**src/rtl/ppa_pkg.sv**
```systemverilog
package ppa_pkg;

  localparam int VW = 64;
  typedef logic [VW-1:0] vec_t;

  function automatic int lowest_set(vec_t v);
    int idx;
    logic found;
    idx = 0;
    found = 1'b0;
    for (int i = 0; i < VW; i++) begin
      if (v[i] && !found) begin
        idx = i;
        found = 1'b1;
      end
    end
    return idx;
  endfunction

  function automatic int rr_pick(vec_t req, int ptr, int n);
    int idx;
    int k_idx;
    logic found;
    idx = 0;
    found = 1'b0;
    for (int k = 0; k < VW; k++) begin
      if (k < n) begin
        k_idx = (ptr + k) % n;
        if (req[k_idx] && !found) begin
          idx = k_idx;
          found = 1'b1;
        end
      end
    end
    return idx;
  endfunction

  function automatic logic limits_ok(int mn, int mx, int total);
    return (mx >= 1) && (mx <= total) && (mn <= mx);
  endfunction

endpackage

```
**src/rtl/ppa_limits.sv**
```systemverilog
module ppa_limits #(
  parameter int NPART   = 16,
  parameter int CNTW    = 5,
  parameter int MIN_RST = 2,
  parameter int MAX_RST = 16
) (
  input  logic            clk,
  input  logic            rst_n,
  input  logic            cfg_load,
  input  logic [CNTW-1:0] cfg_min,
  input  logic [CNTW-1:0] cfg_max,
  output logic [CNTW-1:0] lim_min,
  output logic [CNTW-1:0] lim_max
);

  logic cfg_take;

  assign cfg_take = cfg_load && ppa_pkg::limits_ok(int'(cfg_min), int'(cfg_max), NPART);

  always_ff @(posedge clk) begin
    if (!rst_n) begin
      lim_min <= CNTW'(MIN_RST);
      lim_max <= CNTW'(MAX_RST);
    end else if (cfg_take) begin
      lim_min <= cfg_min;
      lim_max <= cfg_max;
    end
  end

endmodule

```
**src/rtl/ppa_harvest.sv**
```systemverilog
module ppa_harvest #(
  parameter int NCORE = 4,
  parameter int NPART = 16,
  parameter int CIDW  = 2,
  parameter int CNTW  = 5
) (
  input  logic [NPART-1:0]      owned,
  input  logic [NPART*CIDW-1:0] owner_id,
  input  logic [NPART-1:0]      part_empty,
  input  logic [NCORE*CNTW-1:0] cnt_flat,
  input  logic [CNTW-1:0]       lim_min,
  output logic [NPART-1:0]      rel_mask,
  output logic [NCORE-1:0]      rel_core
);

  logic [NPART-1:0] core_mask [NCORE];

  for (genvar c = 0; c < NCORE; c++) begin : g_core
    logic [NPART-1:0] mine;
    logic [CNTW-1:0]  held;
    int               pick;

    assign held = cnt_flat[c*CNTW +: CNTW];

    always_comb begin
      for (int p = 0; p < NPART; p++) begin
        mine[p] = owned[p] && part_empty[p] &&
                  (owner_id[p*CIDW +: CIDW] == CIDW'(c));
      end
    end

    assign pick        = ppa_pkg::lowest_set(ppa_pkg::vec_t'(mine));
    assign rel_core[c] = (|mine) && (held > lim_min);

    always_comb begin
      core_mask[c] = '0;
      if (rel_core[c]) core_mask[c][pick] = 1'b1;
    end
  end

  always_comb begin
    rel_mask = '0;
    for (int c = 0; c < NCORE; c++) rel_mask = rel_mask | core_mask[c];
  end

endmodule

```
**src/rtl/ppa_rr_arb.sv**
```systemverilog
module ppa_rr_arb #(
  parameter int NCORE = 4,
  parameter int CIDW  = 2
) (
  input  logic             clk,
  input  logic             rst_n,
  input  logic [NCORE-1:0] elig,
  output logic             fire,
  output logic [CIDW-1:0]  win
);

  logic [CIDW-1:0] ptr;

  assign fire = |elig;
  assign win  = CIDW'(ppa_pkg::rr_pick(ppa_pkg::vec_t'(elig), int'(ptr), NCORE));

  always_ff @(posedge clk) begin
    if (!rst_n) begin
      ptr <= '0;
    end else if (fire) begin
      ptr <= CIDW'((int'(win) + 1) % NCORE);
    end
  end

endmodule

```
**src/rtl/ppa_owner_table.sv**
```systemverilog
module ppa_owner_table #(
  parameter int NCORE         = 4,
  parameter int PART_PER_CORE = 4,
  parameter int NPART         = 16,
  parameter int CIDW          = 2,
  parameter int PIDW          = 4,
  parameter int CNTW          = 5
) (
  input  logic                  clk,
  input  logic                  rst_n,
  input  logic                  grant_fire,
  input  logic [CIDW-1:0]       gnt_core,
  input  logic [PIDW-1:0]       gnt_part,
  input  logic [NPART-1:0]      rel_mask,
  input  logic [NCORE-1:0]      rel_core,
  output logic [NPART-1:0]      owned,
  output logic [NPART*CIDW-1:0] owner_id,
  output logic [NCORE*CNTW-1:0] cnt_flat,
  output logic                  grant_valid,
  output logic [CIDW-1:0]       grant_core,
  output logic [PIDW-1:0]       grant_part
);

  logic [CNTW-1:0] cnt_q [NCORE];

  always_ff @(posedge clk) begin
    if (!rst_n) begin
      for (int p = 0; p < NPART; p++) begin
        owned[p]                  <= 1'b1;
        owner_id[p*CIDW +: CIDW]  <= CIDW'(p / PART_PER_CORE);
      end
    end else begin
      for (int p = 0; p < NPART; p++) begin
        if (rel_mask[p]) begin
          owned[p] <= 1'b0;
        end else if (grant_fire && (gnt_part == PIDW'(p))) begin
          owned[p]                 <= 1'b1;
          owner_id[p*CIDW +: CIDW] <= gnt_core;
        end
      end
    end
  end

  for (genvar c = 0; c < NCORE; c++) begin : g_cnt
    logic take;
    assign take = grant_fire && (gnt_core == CIDW'(c));

    always_ff @(posedge clk) begin
      if (!rst_n) begin
        cnt_q[c] <= CNTW'(PART_PER_CORE);
      end else begin
        cnt_q[c] <= cnt_q[c] - CNTW'(rel_core[c]) + CNTW'(take);
      end
    end

    assign cnt_flat[c*CNTW +: CNTW] = cnt_q[c];
  end

  always_ff @(posedge clk) begin
    if (!rst_n) begin
      grant_valid <= 1'b0;
      grant_core  <= '0;
      grant_part  <= '0;
    end else begin
      grant_valid <= grant_fire;
      if (grant_fire) begin
        grant_core <= gnt_core;
        grant_part <= gnt_part;
      end
    end
  end

endmodule

```
**src/rtl/part_pool_alloc.sv**
```systemverilog
module part_pool_alloc #(
  parameter int NCORE         = 4,
  parameter int PART_PER_CORE = 4,
  localparam int NPART        = NCORE * PART_PER_CORE,
  localparam int CIDW         = (NCORE > 1) ? $clog2(NCORE) : 1,
  localparam int PIDW         = (NPART > 1) ? $clog2(NPART) : 1,
  localparam int CNTW         = $clog2(NPART + 1)
) (
  input  logic                  clk,
  input  logic                  rst_n,
  input  logic [NCORE-1:0]      req_full,
  input  logic [NPART-1:0]      part_empty,
  input  logic                  cfg_load,
  input  logic [CNTW-1:0]       cfg_min,
  input  logic [CNTW-1:0]       cfg_max,
  output logic [NPART-1:0]      owned,
  output logic [NPART*CIDW-1:0] owner_id,
  output logic                  grant_valid,
  output logic [CIDW-1:0]       grant_core,
  output logic [PIDW-1:0]       grant_part
);

  localparam int MIN_RST = NPART / 8;
  localparam int MAX_RST = NPART;

  logic [CNTW-1:0]       lim_min;
  logic [CNTW-1:0]       lim_max;
  logic [NCORE*CNTW-1:0] cnt_flat;
  logic [NPART-1:0]      rel_mask;
  logic [NCORE-1:0]      rel_core;
  logic [NCORE-1:0]      elig;
  logic                  free_any;
  logic                  grant_fire;
  logic [CIDW-1:0]       gnt_core;
  logic [PIDW-1:0]       gnt_part;

  ppa_limits #(
    .NPART(NPART), .CNTW(CNTW), .MIN_RST(MIN_RST), .MAX_RST(MAX_RST)
  ) u_limits (
    .clk(clk), .rst_n(rst_n), .cfg_load(cfg_load),
    .cfg_min(cfg_min), .cfg_max(cfg_max),
    .lim_min(lim_min), .lim_max(lim_max)
  );

  ppa_harvest #(
    .NCORE(NCORE), .NPART(NPART), .CIDW(CIDW), .CNTW(CNTW)
  ) u_harvest (
    .owned(owned), .owner_id(owner_id), .part_empty(part_empty),
    .cnt_flat(cnt_flat), .lim_min(lim_min),
    .rel_mask(rel_mask), .rel_core(rel_core)
  );

  assign free_any = ~&owned;
  assign gnt_part = PIDW'(ppa_pkg::lowest_set(ppa_pkg::vec_t'(~owned)));

  always_comb begin
    for (int c = 0; c < NCORE; c++) begin
      elig[c] = req_full[c] && free_any && (cnt_flat[c*CNTW +: CNTW] < lim_max);
    end
  end

  ppa_rr_arb #(
    .NCORE(NCORE), .CIDW(CIDW)
  ) u_arb (
    .clk(clk), .rst_n(rst_n), .elig(elig),
    .fire(grant_fire), .win(gnt_core)
  );

  ppa_owner_table #(
    .NCORE(NCORE), .PART_PER_CORE(PART_PER_CORE), .NPART(NPART),
    .CIDW(CIDW), .PIDW(PIDW), .CNTW(CNTW)
  ) u_table (
    .clk(clk), .rst_n(rst_n), .grant_fire(grant_fire),
    .gnt_core(gnt_core), .gnt_part(gnt_part),
    .rel_mask(rel_mask), .rel_core(rel_core),
    .owned(owned), .owner_id(owner_id), .cnt_flat(cnt_flat),
    .grant_valid(grant_valid), .grant_core(grant_core), .grant_part(grant_part)
  );

endmodule

```
**config.mk**
```make
export PLATFORM = sky130hd
export DESIGN_NAME = part_pool_alloc
export DESIGN_NICKNAME = d
export VERILOG_FILES = /design/src/rtl/ppa_pkg.sv /design/src/rtl/ppa_limits.sv /design/src/rtl/ppa_harvest.sv /design/src/rtl/ppa_rr_arb.sv /design/src/rtl/ppa_owner_table.sv /design/src/rtl/part_pool_alloc.sv
export SDC_FILE = /design/constraint.sdc
export NUM_CORES = 1
export LEC_CHECK = 0
export ABC_AREA = 1
export BUFFER_PORTS_ARGS = -buffer_cell sky130_fd_sc_hd__buf_2
export CAP_MARGIN = 15
export CORE_ASPECT_RATIO = 1.5
export CORE_MARGIN = 8
export CORE_UTILIZATION = 55
export CTS_CLUSTER_DIAMETER = 120
export DETAILED_ROUTE_END_ITERATION = 6
export PLACE_DENSITY = 0.74
export SLEW_MARGIN = 40
export SYNTH_ARGS = -nofsm -noshare
export SYNTH_HDL_FRONTEND = slang
export SYNTH_SLANG_ARGS = --single-unit
```
**constraint.sdc**
```tcl
create_clock -name clk -period 4.55 [get_ports clk]
set_input_delay 1.365 -clock clk [delete_from_list [all_inputs] [get_ports clk]]
set_output_delay 1.365 -clock clk [all_outputs]
set_load 0.05 [all_outputs]
```
==> results of run 1 <==
-- registers in the layout (all words and copies together), names as in the netlist --
signal / cells
u_limits.lim_max: 5
u_table.owned: 16
u_arb.ptr: 2
u_table.grant_part: 4
u_table.grant_valid: 1
u_table.owner_id: 32
u_limits.lim_min: 5
u_table.grant_core: 2
u_table.cnt_q: 20
-- metrics by stage --
stage / hold WS [ps] / util (%) / total power, W
4_1_cts: 471.0 / 64.25 / 0.007023
3_3_place_gp: 450.2 / 61.53 / 0.006013
6_report: 465.8 / 64.29 / 0.007056
3_5_place_dp: 460.2 / 61.53 / 0.006080
5_1_grt: 497.9 / 64.29 / 0.007692
2_1_floorplan: 446.0 / - / 0.004727
-- critical path, cell delays in order (launching register included) --
cell,delay [ps]
sky130_fd_sc_hd__dfxtp_1,330
sky130_fd_sc_hd__inv_1,120
sky130_fd_sc_hd__ha_1,350
sky130_fd_sc_hd__a21oi_1,140
sky130_fd_sc_hd__o21ai_0,100
sky130_fd_sc_hd__nor2_1,370
sky130_fd_sc_hd__nand3_1,170
sky130_fd_sc_hd__nand2_1,100
sky130_fd_sc_hd__nand2_1,70
sky130_fd_sc_hd__nand2_1,110
sky130_fd_sc_hd__clkinv_1,90
sky130_fd_sc_hd__nand4_1,100
sky130_fd_sc_hd__nand2_2,110
sky130_fd_sc_hd__nand2_4,170
sky130_fd_sc_hd__inv_4,120
sky130_fd_sc_hd__ha_1,230
sky130_fd_sc_hd__inv_1,70
sky130_fd_sc_hd__nor2_1,50
sky130_fd_sc_hd__ha_1,230
sky130_fd_sc_hd__fa_1,390
sky130_fd_sc_hd__nand2_1,100
sky130_fd_sc_hd__nand2_1,50
sky130_fd_sc_hd__a21oi_1,150
sky130_fd_sc_hd__o21ai_0,90
sky130_fd_sc_hd__a21oi_1,150
-- synth_stat cells, types with 3 or more instances --
master,instances,area share (%)
sky130_fd_sc_hd__nand3_1,91,6.2
sky130_fd_sc_hd__nand3_2,3,0.41
sky130_fd_sc_hd__nor2_2,6,0.51
sky130_fd_sc_hd__clkbuf_1,13,0.66
sky130_fd_sc_hd__a31oi_1,4,0.34
sky130_fd_sc_hd__nor2_1,168,8.6
sky130_fd_sc_hd__a211oi_1,6,0.61
sky130_fd_sc_hd__o21ai_0,58,4.0
sky130_fd_sc_hd__nor2_4,3,0.46
sky130_fd_sc_hd__fa_1,4,1.1
sky130_fd_sc_hd__o22ai_1,8,0.68
sky130_fd_sc_hd__nor4_1,3,0.26
sky130_fd_sc_hd__nand2_1,255,13
sky130_fd_sc_hd__o211ai_1,16,1.6
sky130_fd_sc_hd__xor2_1,7,0.84
sky130_fd_sc_hd__a21oi_1,73,5.0
sky130_fd_sc_hd__o221ai_1,4,0.48
sky130_fd_sc_hd__nor3_1,42,2.9
sky130_fd_sc_hd__inv_1,201,10
sky130_fd_sc_hd__nand4_1,41,3.5
sky130_fd_sc_hd__inv_2,4,0.20
sky130_fd_sc_hd__dfxtp_1,87,24
sky130_fd_sc_hd__nand2_2,3,0.26
sky130_fd_sc_hd__a41oi_1,3,0.36
sky130_fd_sc_hd__ha_1,65,11
-- worst max-delay path by stage --
| stage | depth (start not counted) | slack [ps] | endpoint | startpoint |
|---|---|---|---|---|
| final | 24 | 500 | u_table.cnt_q[3][4] | u_limits.lim_max[4] |
| after global routing | 24 | 70 | u_table.cnt_q[3][4] | u_limits.lim_max[2] |
| after CTS | 22 | 470 | u_table.cnt_q[3][4] | u_limits.lim_max[4] |
| after detailed placement | 22 | 320 | u_table.cnt_q[3][4] | req_full[1] |
| after global placement | 22 | 400 | u_table.cnt_q[3][4] | req_full[0] |
| after floorplan | 20 | 710 | u_table.cnt_q[2][4] | part_empty[3] |
-- cell type report --
cell class | instances | area, µm²
clock buffer | 10 | 239.0
clock inverter | 6 | 115.1
fill | 1310 | 4648
inverter | 208 | 783.3
multi-input combinational | 881 | 4728
sequential | 87 | 1742
tap | 159 | 198.9
timing repair buffer | 104 | 563.0
-- kinds of logic after synthesis --
group,Yosys count
AND/OR/NAND/NOR,625
XOR/XNOR,8
AO/OA/AOI/OAI,179
adder cells (fa/ha/maj),69
flip-flops,87
buffers and inverters,226
-- per-layer routing --
layer / vias up / part of all wire (%) / global-route usage (%) / wire length (µm)
li1: 4121 / - / - / -
met5: - / 0 / 0 / 0
met2: 332 / 51 / 54.44 / 13220
met1: 3713 / 35 / 30.12 / 9108
met3: 112 / 5.8 / 4.421 / 1503
met4: 0 / 8.4 / 25.49 / 2194
-- power groups by stage --
stage               clock network, W  logic, W  registers, W
finish                      0.000913   0.00485       0.00130
global route                0.000945   0.00542       0.00133
CTS                         0.000920   0.00481       0.00129
detailed placement                 0   0.00477       0.00131
global placement                   0   0.00471       0.00130
floorplan                          0   0.00306       0.00167
==> impl_summary.log, run 1 <==
INFO  metric outcome = complete, no violations
INFO  metric num_vias = 8278
INFO  metric fmaxAchievable = around 250 MHz
INFO  metric synth_ff_type = sky130_fd_sc_hd__dfxtp_1
INFO  metric combinationalPowerShare = 68.7%
INFO  metric post_synth_instance_area = about 7300 µm²
INFO  metric synth.yosys.seq_area_share = a little under a quarter
INFO  metric global_route.overflow_total = 0
INFO  metric final_cell_count_no_fill = between 1000 and 1500
INFO  metric ioPinCount = roughly 90
INFO  metric final_cell_mix = sky130_fd_sc_hd__nand2_1 (255), sky130_fd_sc_hd__inv_1 (201), sky130_fd_sc_hd__nor2_1 (168)
INFO  metric hp-start = u_table.grant_part[2]
INFO  metric drtIter0Drc = 566
INFO  metric grt.total_usage = between 30% and 40%
INFO  metric worst_clock_skew = about 19 ps
INFO  metric crit_type = register to register
INFO  metric detailedPlacementHpwl = a little over 20 mm
INFO  metric number_of_standard_cell_rows_in_the_floorplan = 51
INFO  metric avgSynthCellArea = between 6 and 7 µm²
INFO  metric syn_inst = 1194
INFO  metric largest_family_of_logic_cells_by_synthesized_area = simple AND/OR/NAND/NOR gates
INFO  metric grt_pass1_vias = 7924
INFO  metric totalNegativeSetupSlack = 0 ps
INFO  metric min_to = u_table.grant_part[2]
INFO  metric yosys.area_share.xor_xnor = 0.9547%
INFO  metric grt_antenna_before_repair = 0
INFO  metric layout_commonest_cell = sky130_fd_sc_hd__nand2_1
INFO  metric post_synthesis_mux_area_share = 0%
INFO  metric rr_endpoint = u_table.cnt_q[3][4]
INFO  metric cp.arrival = ~4300 ps
INFO  metric holdCritPathClass = register to register
INFO  metric finalMaxSlewViolations = 0
INFO  metric startpoint_type = register
INFO  metric drt-vias-per-instance = between 5 and 6
INFO  metric cp_data_required_time = 4830 ps
INFO  metric r2r_cells = 24
INFO  metric initial_utilization = 56.38%
INFO  metric timing.max_slew.rel_slack = 45.82%
INFO  metric avg_wl_per_cell = between 15 and 20 µm
INFO  metric io_buffers = between 80 and 90
INFO  metric number_of_nets_in_the_layout = about 1400
INFO  metric clock_tree.htree_level_count = 3
INFO  metric area_growth = 14.03%
INFO  metric synth_edf_count = 0
INFO  metric timing.reg2reg.setup_slack = 500 ps
INFO  metric detail-route-antenna-nets = 0
INFO  metric synth_area_in_adders = 12.17%
INFO  metric ctsLongestPathBuffers = 2
INFO  metric syn_nets = 1296
INFO  metric seq_power_share = between 10% and 20%
INFO  metric cts-resized-gates = 0
INFO  metric worst_slew_pin_slew = around 810 ps
INFO  metric hold_path_depth = 2
INFO  metric clk_pin_slew_worst_paths = around 70 ps
INFO  metric internal-power = about 0.0030 W
INFO  metric endpoint_kind = register
INFO  metric yosys_register_bits = 87
INFO  metric cts_setup_buffers = 0
INFO  metric final.min_clock_period = ~4100 ps
INFO  metric final_layout_size_suffix_gt1_share = 11.50%
INFO  metric max_cap_violations = 0
INFO  metric clock_insertion_delay_worst_skew = about 360 ps
INFO  metric design.die.area = between 15000 and 20000 µm²
INFO  metric finalSetupViolCount = 0
INFO  metric routed_wl = between 20 and 30 mm
INFO  metric cts_tree = yes
INFO  metric synth-compound-area-share = between 10% and 20%
INFO  metric core = 13020 µm²
INFO  metric floorplan.die.width = approximately 110 µm
INFO  metric final_hold_viol_count = 0
INFO  metric path_max_fanout = 11
INFO  metric detailedPlace.worstSlack = 317.5 ps
INFO  metric yosysWarningCount = 0
INFO  metric dpl.cell_count = about 1400
INFO  metric cts_buffers = 9
INFO  metric drc_errors = 0
INFO  metric power.density_cell_area = around 840 nW/µm²
INFO  metric height_of_the_chip = around 160 µm
INFO  metric cts_root_buffer = sky130_fd_sc_hd__clkbuf_16
INFO  metric r2r_start = u_limits.lim_max[4]
INFO  metric layout.cell_area.non_filler = ~8400 µm²
INFO  metric total_leakage_power = 4.589 nW
INFO  metric timing.final.crit_share = between 80% and 90%
INFO  metric detailed_place.area = 8010 µm²
INFO  metric power.switching_fraction = between 50 and 60%
INFO  metric count_of_different_cell_masters_after_synthesis = 43
INFO  metric largest_net_degree_at_the_start_of_global_routing = 70
INFO  metric insertedDiodeCount = 0
INFO  metric grt_first_pass_wirelength = 40.22 mm
INFO  metric rsz0062_at_grt = false
INFO  metric detail_route.first_pass.iterations = 5
INFO  metric asyncSetResetFlopFracSynth = 0%
INFO  metric globalplace.congestion = ~1.1
INFO  metric ir_worst_vdd = slightly above 0.5 mV
INFO  metric post_cts_hold_buffer_count = 0
INFO  metric clock_sinks = 87
INFO  metric switchingPower = slightly above 0.004 W
INFO  metric power.clock.fraction = between 10% and 20%
INFO  metric layout_setup_ws = 497.4 ps
INFO  metric simple_gate_share_of_the_synthesized_area = a little under two fifths
No activity file was read; power rests on OpenSTA's default activity.
==> run 2: changes to the inputs <==
BUFFER_PORTS_ARGS = default   (was -buffer_cell sky130_fd_sc_hd__buf_2)
CORE_UTILIZATION = 35   (was 55)
DONT_BUFFER_PORTS = 1   (was default)
PLACE_DENSITY = 0.47   (was 0.74)
==> run 2 against run 1 <==
Register-to-register slack better by 110 ps. Clock power down 15%. Hold slack gained 39 ps. Flip-flop and latch count unchanged. Maximum frequency increased by 2.7%. Clock skew down 10 ps. Final cell count rose by 2.7%. Critical path type unchanged. Final area shrank 2.8%. Total power decreased by 1.8%. Largest power group unchanged. Via count shrank 6.9%.
==> impl_summary.log, run 2 (synthesis results as in run 1) <==
INFO  metric outcome = complete, no violations
INFO  metric layout_setup_ws = 603.9 ps (+106.5 ps)
INFO  metric r2r_start = u_limits.lim_max[4]
INFO  metric detailedPlacementHpwl = 23.42 mm (+13%)
INFO  metric min_to = u_limits.lim_max[4]
INFO  metric power.density_cell_area = 852.0 nW/µm² (+1.1%)
INFO  metric timing.final.crit_share = 86.73% (-2.3 points)
INFO  metric cp_top_family = simple AND/OR/NAND/NOR gates
INFO  metric final_cell_mix = sky130_fd_sc_hd__nand2_1 (255), sky130_fd_sc_hd__inv_1 (201), sky130_fd_sc_hd__nor2_1 (168)
INFO  metric cts_root_buffer = sky130_fd_sc_hd__clkbuf_16
INFO  metric core = 20820 µm² (+60%)
INFO  metric postLayoutCoreUtil = 39.07% (-25 points)
INFO  metric drtIter0Drc = 401 (-29%)
INFO  metric insertedDiodeCount = 0 (unchanged)
INFO  metric ioPinCount = 88 (unchanged)
INFO  metric reg_top3 = u_table.owner_id x32, u_table.cnt_q x20, u_table.owned x16
INFO  metric finalMaxSlewViolations = 0 (unchanged)
INFO  metric num_vias = 7707 (-6.9%)
INFO  metric floorplan.die.width = 134.2 µm (+22%)
INFO  metric largest_register_ffs = 32 (unchanged)
INFO  metric timing.reg2reg.setup_slack = 600 ps (+110 ps)
INFO  metric finalSetupViolCount = 0 (unchanged)
INFO  metric grt.total_usage = 21.91% (-8.7 points)
INFO  metric number_of_standard_cell_rows_in_the_floorplan = 65 (+27%)
INFO  metric final.min_clock_period = 3946 ps (-106.5 ps)
INFO  metric rsz0062_at_grt = false
INFO  metric totalNegativeSetupSlack = 0 ps (unchanged)
INFO  metric grt_first_pass_wirelength = 43.07 mm (+7.1%)
INFO  metric cp.buffers_inverters = 3 (-1)
INFO  metric layout.filler_cells = 2396 (+83%)
INFO  metric critical_path_cell_list = inv_1 -> ha_1 -> a21oi_1 -> o21ai_0 -> nor2_1 -> nand3_1 -> nand3_1 -> nand2_1 -> a21oi_1 -> nand2_1 -> nand2_4 -> inv_4 -> ha_1 -> inv_1 -> nor2_1 -> ha_1 -> fa_1 -> nand2_1 -> nand2_1 -> a21oi_1 -> o21ai_0 -> a21oi_1
INFO  metric worst_path_max_delay_cell = sky130_fd_sc_hd__fa_1
INFO  metric startpoint_type = register
INFO  metric cts_tree = yes
INFO  metric switchingPower = 0.004052 W (+0.69%)
INFO  metric design.die.area = 25960 µm² (+49%)
INFO  metric fmaxAchievable = 253.4 MHz (+2.7%)
INFO  metric detail-route-antenna-nets = 0 (unchanged)
INFO  metric worst_slew_pin_slew = 714.6 ps (-93.02 ps)
INFO  metric grt_antenna_before_repair = 0 (unchanged)
INFO  metric holdCritPathClass = register to register
INFO  metric crit_type = register to register
INFO  metric detailedPlace.worstSlack = 416.3 ps (+98.77 ps)
INFO  metric worst_clock_skew = 8.889 ps (-9.968 ps)
INFO  metric io_buffers = 0 (-100%)
INFO  metric routed_wl = 28.44 mm (+9.3%)
INFO  metric cts-resized-gates = 0 (unchanged)
INFO  metric hold_path_depth = 2 (unchanged)
INFO  metric clock_sinks = 87 (unchanged)
INFO  metric max_cap_violations = 0 (unchanged)
INFO  metric internal-power = 0.002878 W (-5.1%)
INFO  metric drt-vias-per-instance = 5.159 (-9.3%)
INFO  metric globalplace.congestion = 0.9485 (-12%)
INFO  metric drc_errors = 0 (unchanged)
INFO  metric path_max_fanout = 10 (-1)
INFO  metric timing.max_slew.rel_slack = 52.29% (+6.5 points)
INFO  metric cts_buffers = 9 (unchanged)
INFO  metric post_cts_hold_buffer_count = 0 (unchanged)
INFO  metric clk_pin_slew_worst_paths = 60 ps (about the same)
INFO  metric startpoint = u_limits.lim_max[4]
INFO  metric whs = 504.6 ps (+38.77 ps)
INFO  metric height_of_the_chip = 193.4 µm (+23%)
INFO  metric ctsLongestPathBuffers = 2 (unchanged)
INFO  metric ir_worst_vdd = 0.3854 mV (-25%)
INFO  metric initial_utilization = 35.25% (-21 points)
INFO  metric layout_commonest_cell = sky130_fd_sc_hd__nand2_1
INFO  metric cp_data_required_time = 4840 ps (about the same)
INFO  metric detail_route.first_pass.iterations = 5 (unchanged)
INFO  metric global_route.overflow_total = 0 (unchanged)
INFO  metric clock_insertion_delay_worst_skew = 360 ps (about the same)
INFO  metric avg_wl_per_cell = 19.03 µm (+6.4%)
INFO  metric hp-start = u_limits.lim_max[4]
INFO  metric grt_pass1_vias = 7625 (-3.8%)
INFO  metric power.clock.fraction = 11.2% (-1.7 points)
INFO  metric endpoint_kind = register
INFO  metric final_hold_viol_count = 0 (unchanged)
INFO  metric cts_setup_buffers = 0 (unchanged)
INFO  metric power.switching_fraction = 58.47% (+1.4 points)
INFO  metric largest_net_degree_at_the_start_of_global_routing = 71 (+1.4%)
INFO  metric cpPeakStageDelay = 390 ps (about the same)
INFO  metric r2r_cells = 22 (-8.3%)
INFO  metric combinationalPowerShare = 67.6% (-1.1 points)
INFO  metric total_leakage_power = 4.309 nW (-6.1%)
INFO  metric area_growth = 10.83%
INFO  metric final_layout_size_suffix_gt1_share = 6.362% (-5.1 points)
INFO  metric seq_power_share = 21.2% (+2.8 points)
INFO  metric clock_tree.htree_level_count = 3 (unchanged)
INFO  metric largest_register = u_table.owner_id
INFO  metric cp.arrival = 4240 ps (-100 ps)
INFO  metric number_of_nets_in_the_layout = 1323 (-5.0%)
INFO  metric rr_endpoint = u_table.cnt_q[3][4]
[run 2: changes by cell type in the layout (fill, tap and decap cells not counted), sizes merged]
cell	change
inv	-1
clkinv	+2
bufinv	-2
clkbuf	+1
buf	-70
[run 2: worst register-to-register path, stage by stage (launching register included)]
cell and delay, ps:
sky130_fd_sc_hd__dfxtp_1 330, sky130_fd_sc_hd__inv_1 120, sky130_fd_sc_hd__ha_1 360, sky130_fd_sc_hd__a21oi_1 150, sky130_fd_sc_hd__o21ai_0 100, sky130_fd_sc_hd__nor2_1 350
sky130_fd_sc_hd__nand3_1 160, sky130_fd_sc_hd__nand3_1 110, sky130_fd_sc_hd__nand2_1 120, sky130_fd_sc_hd__a21oi_1 160, sky130_fd_sc_hd__nand2_1 140, sky130_fd_sc_hd__nand2_4 220
sky130_fd_sc_hd__inv_4 120, sky130_fd_sc_hd__ha_1 220, sky130_fd_sc_hd__inv_1 50, sky130_fd_sc_hd__nor2_1 50, sky130_fd_sc_hd__ha_1 230, sky130_fd_sc_hd__fa_1 390
sky130_fd_sc_hd__nand2_1 100, sky130_fd_sc_hd__nand2_1 60, sky130_fd_sc_hd__a21oi_1 150, sky130_fd_sc_hd__o21ai_0 100, sky130_fd_sc_hd__a21oi_1 110
[run 2: metal layers]
metal / vias up / GRT usage, % / share of wire (%)
met5: - / 0 / 0
met4: 0 / 14.91 / 6.5
met3: 73 / 4.772 / 4.8
met2: 178 / 41.68 / 54
met1: 3484 / 19.95 / 35
li1: 3972 / - / -
[run 2: cell type report]
| cell class | instances | area (µm²) | area share, % |
|---|---|---|---|
| multi-input combinational | 881 | 4728 | 58.13 |
| sequential | 87 | 1742 | 21.41 |
| inverter | 208 | 784.5 | 9.645 |
| tap | 268 | 335.3 | 4.122 |
| timing repair buffer | 34 | 255.2 | 3.138 |
| clock buffer | 11 | 232.7 | 2.861 |
| clock inverter | 5 | 56.30 | 0.6922 |
[run 2: how the worst max path moves through the flow]
stage,end,depth (start not counted)
2_1_floorplan,u_table.cnt_q[2][4],20
3_3_place_gp,u_table.cnt_q[3][4],19
3_5_place_dp,u_table.cnt_q[1][4],19
4_1_cts,u_table.cnt_q[3][4],22
5_1_grt,u_table.cnt_q[3][4],24
6_report,u_table.cnt_q[3][4],22
[run 2: power groups by stage]
stage,Clock [W],Sequential (W),Combinational (W)
5_1_grt,0.000822,0.00151,0.00527
3_3_place_gp,0,0.00150,0.00471
2_1_floorplan,0,0.00167,0.00306
3_5_place_dp,0,0.00150,0.00470
6_report,0.000774,0.00147,0.00469
4_1_cts,0.000797,0.00148,0.00472
[run 2: per-stage QoR]
stage	area, µm²	power [W]	std cells
2_1_floorplan	7340	0.004727	1194
3_3_place_gp	7839	0.006211	1478
6_report	8134	0.006930	1494
4_1_cts	8134	0.007003	1494
3_5_place_dp	7845	0.006197	1478
5_1_grt	8134	0.007597	1494
==> run 3: changes to the inputs <==
PLACE_DENSITY = 0.49   (was 0.47)
SETUP_SLACK_MARGIN = 0.4   (was default)
==> run 3 against run 2 <==
Total power increased by 1.8%. Utilization rose by 0.37 points. Die area is the same. First-iteration DRC count did not move. Combinational power grew 2%. Clock skew grew 1.7 ps. Wire length down 2.5%. Critical endpoint is now u_table.cnt_q[1][4].
==> impl_summary.log, run 3 (synthesis results as in run 1) <==
INFO  metric worst_path_max_delay_cell = sky130_fd_sc_hd__fa_1
INFO  metric clock_sinks = 87 (unchanged)
INFO  metric outcome = complete, no violations
INFO  metric floorplan.die.width = 134.2 µm (unchanged)
INFO  metric ctsLongestPathBuffers = 2 (unchanged)
INFO  metric detailed_place.area = 7854 µm² (+0.11%)
INFO  metric worst_clock_skew = 10.61 ps (+1.723 ps)
INFO  metric timing.max_slew.rel_slack = 44.57% (-7.7 points)
INFO  metric path_max_fanout = 8 (-2)
INFO  metric number_of_standard_cell_rows_in_the_floorplan = 65 (unchanged)
INFO  metric io_buffers = 0 (unchanged)
INFO  metric globalRouteMet3Util = 4.435% (-0.34 points)
INFO  metric startpoint = part_empty[0]
INFO  metric total_leakage_power = 4.340 nW (+0.70%)
INFO  metric postLayoutCoreUtil = 39.44% (+0.37 points)
INFO  metric power.density_cell_area = 859.4 nW/µm² (+0.87%)
INFO  metric r2r_cells = 24 (+9.1%)
INFO  metric grt-busiest-layer = met2
INFO  metric global_route.overflow_total = 0 (unchanged)
INFO  metric num_vias = 7837 (+1.7%)
INFO  metric grt.total_usage = 21.14% (-0.76 points)
INFO  metric reg_top3 = u_table.owner_id x32, u_table.cnt_q x20, u_table.owned x16
INFO  metric timing.final.crit_share = 82.00% (-4.7 points)
INFO  metric fmaxAchievable = 268.0 MHz (+5.8%)
INFO  metric clk_pin_slew_worst_paths = 70 ps (about the same)
INFO  metric drc_errors = 0 (unchanged)
INFO  metric final.min_clock_period = 3731 ps (-214.9 ps)
INFO  metric grt_antenna_before_repair = 0 (unchanged)
INFO  metric layout_commonest_cell = sky130_fd_sc_hd__nand2_1
INFO  metric cp_top_family = simple AND/OR/NAND/NOR gates
INFO  metric critical_path_cell_list = nand2_1 -> inv_1 -> nand2_1 -> nand2_1 -> nor2_4 -> nand3_2 -> nor2_4 -> nand2_1 -> nand2_2 -> inv_2 -> ha_1 -> inv_1 -> ha_1 -> inv_1 -> fa_1 -> nor2_1 -> a211oi_1 -> o21ai_0 -> a21oi_1
INFO  metric cts_root_buffer = sky130_fd_sc_hd__clkbuf_16
INFO  metric worstSetupPathDepth = 19 (-14%)
INFO  metric cts_tree = yes
INFO  metric largest_register_ffs = 32 (unchanged)
INFO  metric totalNegativeSetupSlack = 0 ps (unchanged)
INFO  metric grt_pass1_vias = 7486 (-1.8%)
INFO  metric hp-start = u_limits.lim_max[4]
INFO  metric cts_buffers = 9 (unchanged)
INFO  metric worst_slew_pin_slew = 826.3 ps (+111.7 ps)
INFO  metric clock_tree.htree_level_count = 3 (unchanged)
INFO  metric hold_path_depth = 2 (unchanged)
INFO  metric ioPinCount = 88 (unchanged)
INFO  metric cp.arrival = 3960 ps (-280 ps)
INFO  metric cp.buffers_inverters = 4 (+1)
INFO  metric crit_type = input pin to register
INFO  metric holdCritPathClass = register to register
INFO  metric detail_route.first_pass.iterations = 7 (+2)
INFO  metric routed_wl = 27.72 mm (-2.5%)
INFO  metric globalplace.congestion = 0.9423 (-0.65%)
INFO  metric cp_data_required_time = 4780 ps (-60 ps)
INFO  metric met1_usage = 19.88% (-0.075 points)
INFO  metric height_of_the_chip = 193.4 µm (unchanged)
INFO  metric max_cap_violations = 0 (unchanged)
INFO  metric crit_top_cell = sky130_fd_sc_hd__nand2_1
INFO  metric grt_first_pass_wirelength = 41.72 mm (-3.1%)
INFO  metric cpPeakStageDelay = 400 ps (about the same)
INFO  metric post_cts_hold_buffer_count = 0 (unchanged)
INFO  metric final_layout_size_suffix_gt1_share = 6.922% (+0.56 points)
INFO  metric drt-vias-per-instance = 5.239 (+1.6%)
INFO  metric largest_register = u_table.owner_id
INFO  metric finalMaxSlewViolations = 0 (unchanged)
INFO  metric layout.cell_area.non_filler = 8212 µm² (+0.95%)
INFO  metric initial_utilization = 35.25% (unchanged)
INFO  metric drtIter0Drc = 401 (unchanged)
INFO  metric r2r_start = u_limits.lim_max[4]
INFO  metric detail-route-antenna-nets = 0 (unchanged)
INFO  metric insertedDiodeCount = 0 (unchanged)
INFO  metric rsz0062_at_grt = false
INFO  metric area_growth = 11.88%
INFO  metric finalSetupViolCount = 0 (unchanged)
INFO  metric endpoint_kind = register
INFO  metric detailedPlacementHpwl = 22.65 mm (-3.3%)
INFO  metric avg_wl_per_cell = 18.53 µm (-2.6%)
INFO  metric largest_net_degree_at_the_start_of_global_routing = 71 (unchanged)
INFO  metric final_cell_mix = sky130_fd_sc_hd__nand2_1 (254), sky130_fd_sc_hd__inv_1 (200), sky130_fd_sc_hd__nor2_1 (165)
INFO  metric ir_worst_vdd = 0.4848 mV (+26%)
INFO  metric groute.layer.met2.usage = 39.79% (-1.9 points)
INFO  metric number_of_nets_in_the_layout = 1325 (+0.15%)
INFO  metric cts-resized-gates = 0 (unchanged)
INFO  metric final_hold_viol_count = 0 (unchanged)
INFO  metric cts_setup_buffers = 0 (unchanged)
INFO  metric startpoint_type = input pin
INFO  metric clock_insertion_delay_worst_skew = 360 ps (about the same)
INFO  metric design.die.area = 25960 µm² (unchanged)
INFO  metric core = 20820 µm² (unchanged)
run 3: worst paths after layout:
kind                    endpoint  slack [ps]
max          u_table.cnt_q[1][4]         820
min          u_limits.lim_max[4]         490
max reg2reg  u_table.cnt_q[3][4]         840
min reg2reg  u_limits.lim_max[4]         490
run 3: layer usage:
layer  wire length [µm]  part of all wire (%)
met1               9773                    35
met2              14690                    53
met3               1460                   5.3
met4               1795                   6.5
met5                  0                     0
run 3: area by class of cell:
class	count	area [µm²]
Tap cell	268	335.3
Timing Repair Buffer	36	270.3
Clock buffer	12	256.5
Clock inverter	4	76.32
Multi-Input combinational cell	881	4746
Sequential cell	87	1742
Fill cell	2392	12610
Inverter	208	785.8
run 3: report_power, final:
part | switching (W) | internal [W] | total (W)
registers | 0.000431 | 0.00100 | 0.00143
clock network | 0.000337 | 0.000514 | 0.000851
logic | 0.00331 | 0.00147 | 0.00478
total | 0.00408 | 0.00298 | 0.00706
run 3: worst min-delay path, stage by stage (launching register included):
cell and delay (ps):
sky130_fd_sc_hd__dfxtp_1 330, sky130_fd_sc_hd__nand2_1 50, sky130_fd_sc_hd__o211ai_1 60
run 3: per-stage QoR:
stage / power [W] / hold slack [ps] / setup slack (ps) / cells
2_1_floorplan: 0.004727 / 446.0 / 705.2 / 1194
4_1_cts: 0.007067 / 488.3 / 606.0 / 1496
5_1_grt: 0.007750 / 531.4 / 417.7 / 1496
6_report: 0.007057 / 485.6 / 818.8 / 1496
3_3_place_gp: 0.006171 / 459.4 / 513.9 / 1480
3_5_place_dp: 0.006182 / 471.5 / 435.8 / 1480
